**src/rtl/addr_window_xlate.sv**
```systemverilog
module addr_window_xlate #(
  parameter int MIN_SPAN_LOG2 = 20,
  parameter int MAX_CODE      = 11,
  parameter int IO_SPAN_LOG2  = 24
) (
  input  logic        clk,
  input  logic        rst_n,
  input  logic        wr_en,
  input  logic [2:0]  wr_sel,
  input  logic [31:0] wr_data,
  input  logic [31:0] lk_addr,
  output logic        res_hit,
  output logic [1:0]  res_win,
  output logic [31:0] res_pci_addr,
  output logic [2:0]  res_cycle,
  output logic        res_prefetch,
  output logic        res_low_en
);
  localparam int HI_W = 32 - MIN_SPAN_LOG2;
  localparam int IO_W = 32 - IO_SPAN_LOG2;

  logic [HI_W-1:0] base_hi [2];
  logic [3:0]      size_c  [2];
  logic            pref    [2];
  logic            en      [2];
  logic [HI_W-1:0] map_hi  [2];
  logic [2:0]      ctype   [2];
  logic            low     [2];
  logic [IO_W-1:0] io_base, io_map;
  logic            io_en;

  logic            unused_bits;
  assign unused_bits = ^wr_data[MIN_SPAN_LOG2-1:16];

  always_ff @(posedge clk or negedge rst_n) begin
    if (!rst_n) begin
      for (int i = 0; i < 2; i++) begin
        base_hi[i] <= '0; size_c[i] <= '0; pref[i] <= 1'b0; en[i] <= 1'b0;
        map_hi[i]  <= '0; ctype[i]  <= '0; low[i]  <= 1'b0;
      end
      io_base <= '0; io_map <= '0; io_en <= 1'b0;
    end else if (wr_en) begin
      for (int i = 0; i < 2; i++) begin
        if (wr_sel == 3'(2*i)) begin
          base_hi[i] <= wr_data[31:MIN_SPAN_LOG2];
          size_c[i]  <= wr_data[7:4];
          pref[i]    <= wr_data[3];
          en[i]      <= wr_data[0];
        end
        if (wr_sel == 3'(2*i+1)) begin
          map_hi[i] <= wr_data[15:16-HI_W];
          ctype[i]  <= wr_data[3:1];
          low[i]    <= wr_data[0];
        end
      end
      if (wr_sel == 3'd4) begin
        io_base <= wr_data[15:16-IO_W];
        io_en   <= wr_data[0];
      end
      if (wr_sel == 3'd5) io_map <= wr_data[15:16-IO_W];
    end
  end

  logic [31:0] mask [2];
  logic [31:0] xl   [2];
  logic [1:0]  win_hit;
  logic        io_hit;

  always_comb begin
    for (int i = 0; i < 2; i++) begin
      mask[i] = 32'hFFFF_FFFF << (MIN_SPAN_LOG2 +
                ((int'(size_c[i]) > MAX_CODE) ? MAX_CODE : int'(size_c[i])));
      win_hit[i] = en[i] &&
                   (((lk_addr ^ {base_hi[i], {MIN_SPAN_LOG2{1'b0}}}) & mask[i]) == 32'h0);
      xl[i] = ({map_hi[i], {MIN_SPAN_LOG2{1'b0}}} & mask[i]) | (lk_addr & ~mask[i]);
      if (!low[i]) xl[i][1:0] = 2'b00;
    end
  end

  assign io_hit = io_en && (lk_addr[31:IO_SPAN_LOG2] == io_base);

  always_ff @(posedge clk or negedge rst_n) begin
    if (!rst_n) begin
      res_hit <= 1'b0; res_win <= '0; res_pci_addr <= '0;
      res_cycle <= '0; res_prefetch <= 1'b0; res_low_en <= 1'b0;
    end else if (win_hit[0] || win_hit[1]) begin
      res_hit      <= 1'b1;
      res_win      <= win_hit[0] ? 2'd0 : 2'd1;
      res_pci_addr <= win_hit[0] ? xl[0] : xl[1];
      res_cycle    <= win_hit[0] ? ctype[0] : ctype[1];
      res_prefetch <= win_hit[0] ? pref[0] : pref[1];
      res_low_en   <= win_hit[0] ? low[0] : low[1];
    end else if (io_hit) begin
      res_hit      <= 1'b1;
      res_win      <= 2'd2;
      res_pci_addr <= {io_map, lk_addr[IO_SPAN_LOG2-1:0]};
      res_cycle    <= 3'd1;
      res_prefetch <= 1'b0;
      res_low_en   <= 1'b1;
    end else begin
      res_hit <= 1'b0; res_win <= '0; res_pci_addr <= '0;
      res_cycle <= '0; res_prefetch <= 1'b0; res_low_en <= 1'b0;
    end
  end

  a_r10_miss_zero: assert property (@(posedge clk) disable iff (!rst_n)
    !res_hit |-> (res_win == 2'd0 && res_pci_addr == 32'h0 && res_cycle == 3'd0
                  && !res_prefetch && !res_low_en));
  a_r9_lower_wins: assert property (@(posedge clk) disable iff (!rst_n)
    (res_hit && res_win != 2'd0) |-> !$past(win_hit[0]));
  a_r7_low_forced: assert property (@(posedge clk) disable iff (!rst_n)
    (res_hit && !res_low_en) |-> res_pci_addr[1:0] == 2'b00);
  a_r8_io_attrs: assert property (@(posedge clk) disable iff (!rst_n)
    (res_hit && res_win == 2'd2) |-> (res_cycle == 3'd1 && !res_prefetch && res_low_en
      && res_pci_addr[IO_SPAN_LOG2-1:0] == $past(lk_addr[IO_SPAN_LOG2-1:0])));
  a_r9_win_range: assert property (@(posedge clk) disable iff (!rst_n)
    res_hit |-> res_win != 2'd3);
endmodule

```
**config.mk**
```make
export PLATFORM = sky130hd
export DESIGN_NAME = addr_window_xlate
export DESIGN_NICKNAME = d
export VERILOG_FILES = /design/src/rtl/addr_window_xlate.sv
export SDC_FILE = /design/constraint.sdc
export NUM_CORES = 1
export LEC_CHECK = 0
export ABC_AREA = 0
export BUFFER_PORTS_ARGS = -buffer_cell sky130_fd_sc_hd__buf_2
export CORE_ASPECT_RATIO = 0.75
export CORE_MARGIN = 1
export CORE_UTILIZATION = 35
export DETAILED_ROUTE_END_ITERATION = 16
export MAX_ROUTING_LAYER = met4
export SLEW_MARGIN = 20
export SYNTH_ARGS = -nofsm -noshare
export SYNTH_HDL_FRONTEND = slang
export SYNTH_SLANG_ARGS = --single-unit
```
**constraint.sdc**
```tcl
create_clock -name clk -period 2 [get_ports clk]
set_clock_uncertainty 0.05 [all_clocks]
set_input_delay 0.4 -clock clk [delete_from_list [all_inputs] [get_ports clk]]
set_output_delay 0.4 -clock clk [all_outputs]
set_load 0.05 [all_outputs]
```
==> impl_metrics.py <==
metrics = {
    "layout": {
        "syn_to_final_growth_pct": 42.8,
        "fillers": 1334,
        "antenna_cells": 0,
        "drive_above_1_share_pct": 57.9,
        "nets": 700,
        "fin_util_pct": 52.2,
        "fin_cells": 848,
    },
    "critical_path": {
        "start_kind": "register",
        "reg2reg_to": "res_low_en",
        "crit_required_ns": 2.24,
        "critPathTopFamily": "simple AND/OR/NAND/NOR gates",
        "ff2ff_path_depth": 8,
        "crit_path_end_kind": "register",
        "timing.rr.start": "size_c[1]",
        "cpMaxStageDelayCell": "or3_4",
        "critPathArrivalTime_ns": 2.60,
        "path_buf_inv": 2,
        "r2r_slack_ns": -0.36,
        "cp.depth": 8,
        "cp_slowest_stage_delay_ns": 0.43,
        "cp_cell_sequence": "buf_6 -> a21oi_4 -> a211oi_4 -> nand4_1 -> or3_4 -> nor3b_4 -> buf_12 -> or3_1",
        "crit_fanout": 6,
        "critical_path_class": "register to register",
    },
    "status": {
        "status": "complete, but fails checks",
        "violations": "negative setup slack",
    },
    "detailed_routing": {
        "drc": 0,
        "drt-initial-drc-count": 261,
        "vias_per_cell": 4.99,
        "vias": 4230,
        "postRouteWirelength_mm": 16.0,
        "wl_per_cell_um": 18.9,
        "detail_route.first_pass.iterations": 5,
        "final_antenna_net_count": 0,
    },
    "place": {
        "port_buffers": 105,
        "gp_congestion": 0.891,
        "post-place-cells": 787,
        "dp_hpwl_mm": 10.7,
    },
    "global_routing": {
        "use_met2_pct": 29.6,
        "gr-total-overflow": 0,
        "gr-usage-met3_pct": 5.20,
        "use_met1_pct": 27.9,
        "grt_start_max_net_pins": 73,
        "grt_pass1_wl_mm": 24.5,
        "gr-usage-all-layers_pct": 20.3,
        "busiest_layer": "met2",
        "grt_pass1_vias": 4454,
        "antenna_found_initial": 0,
    },
    "die": {
        "die_height_um": 112,
        "die_x_um": 149,
        "core-area_sq_um": 15600,
        "initial_core_util_pct": 36.5,
        "fp-row-count": 39,
        "die_area_sq_um": 16800,
        "io_pins": 110,
    },
    "clock_tree": {
        "cts_tree": "built",
        "path_clk_slew_ns": 0.06,
        "cts_sinks": 125,
        "clk_latency_ns": 0.41,
        "ctsRootBufferMaster": "clkbuf_16",
        "clockBufferDepth": 2,
        "cts_made_buffers": 17,
        "cts_max_level": 4,
    },
    "synthesis": {
        "synth_area_sq_um": 5690,
        "ys_seq_area_share_pct": 55.0,
        "yosys.cell_count.top_type": "dfrtp_1",
        "yosysUniqueCellTypes": 49,
        "ys_seq_elements": 125,
        "synth.avg_cell_area_sq_um": 13.0,
        "synth_common_cells": "dfrtp_1 (125), mux2_2 (88), and2_1 (20), xor2_1 (20)",
        "synth_area_leaders": "dfrtp_1 (55%), mux2_2 (17%), xor2_1 (3.1%)",
        "synth_top_area_share_pct": 55.0,
        "synthesis.nets": 507,
        "syn_inst": 437,
        "ys.flop_type": "dfrtp_1",
        "synthArstFlopShare_pct": 100,
        "yosys.area.top_type": "dfrtp_1",
        "synth-edff-count": 0,
        "yosysWarnings": 0,
    },
    "worst_hold_path": {
        "min_to": "res_pci_addr[10]",
        "hold_start": "lk_addr[10]",
        "min_path_cells": 2,
        "worstHoldPathType": "input port to register",
    },
    "sta": {
        "worstMarginPinSlew_ns": 0.664,
        "finalCritPeriodShare_pct": 118,
        "fin_ws_ns": -0.359,
        "slew-limit-headroom_pct": 55.7,
        "final_max_slew_viol_count": 0,
        "fin_tns_setup_ns": -10.58,
        "layout_min_cycle_time_ns": 2.36,
        "rsz0062_at_grt": "true",
        "setup_viol": 40,
        "timing.fmax_mhz": 424,
        "hold_violations": 0,
    },
    "power_and_ir_drop": {
        "p_leak_nw": 3.95,
        "p_per_area_nw_per_um2": 1090,
        "finalPower_mw": 8.84,
        "ir_worst_vdd_mv": 0.618,
    },
    "run": {
        "cap_violations": 0,
    },
}
## cell type report
class	instances	area, sq um	area share, %
Sequential cell	125	3140	38.6
Multi-Input combinational cell	284	2690	33.1
Timing Repair Buffer	199	1380	17.0
Clock buffer	17	425	5.24
Tap cell	205	256	3.16
Clock inverter	15	221	2.73
Inverter	3	11.3	0.139
## logic make-up after synthesis
logic type                synth area share [%]
DFF                                       55.0
buffers and inverters                     3.45
xor gates and xnor gates                  5.06
muxes                                     20.1
AOI/OAI and AO/OA                         6.27
and+or+nand+nor                           10.2
## repair_timing
| item | in CTS | in global routing |
|---|---|---|
| resized for setup | 42 | 22 |
| setup endpoints to repair | 40 | 40 |
| cloned | 3 | 3 |
| hold endpoints to repair | 72 | 0 |
| pin swaps | 15 | 14 |
| buffers inserted | 10 | 14 |
| hold buffers | 1 | 0 |
## placed cells by master (no fill, tap or decap), drive strengths merged, types with 4 or more instances in the layout
cell type    n
nor3        11
a22oi        5
xor2        20
nand2       15
mux2i       15
buf        196
or3          6
nand3       16
dfrtp      125
a21oi        8
clkinv       6
clkbuf      19
mux2        88
bufinv       5
and2        21
o21ai        7
clkinvlp     4
xnor2       12
a211o        7
nor2        11
nand4        7
## through the flow
stage	instance area, sq um	worst slack, ns	hold WS, ns
floorplan	5750	-0.0312	0.0544
global placement	6940	-0.628	0.386
detailed placement	6940	-0.559	0.396
CTS	7890	-0.325	0.127
global route	8120	-0.385	0.124
finish	8120	-0.359	0.139
## worst max-delay path by stage
stage,from,end
after global routing,size_c[1],res_pci_addr[29]
after CTS,base_hi[10],res_low_en
after floorplan,lk_addr[30],res_pci_addr[30]
after detailed placement,size_c[3],res_pci_addr[3]
final,size_c[1],res_low_en
after global placement,lk_addr[28],res_pci_addr[0]
## power breakdown
| part | leakage (nW) | switching (mW) | internal [mW] |
|---|---|---|---|
| sequential | 1.57 | 0.322 | 2.95 |
| combinational | 2.07 | 1.06 | 1.15 |
| clock | 0.305 | 1.15 | 2.21 |
| total | 3.95 | 2.53 | 6.31 |
## per-layer routing
metal	routed length, um	vias up
met3	996	24
met1	7660	2116
met5	0	-
met2	7150	140
met4	241	0
li1	-	1950
## sequential cells by signal (all words and copies together) (netlist names)
| signal | count |
|---|---|
| res_win | 2 |
| base_hi | 24 |
| size_c | 8 |
| pref | 2 |
| res_low_en | 1 |
| res_prefetch | 1 |
| io_en | 1 |
| ctype | 6 |
| res_hit | 1 |
| res_cycle | 3 |
| io_map | 8 |
| io_base | 8 |
| en | 2 |
| low | 2 |
| map_hi | 24 |
| res_pci_addr | 32 |
(Power assumes the default switching activity.)
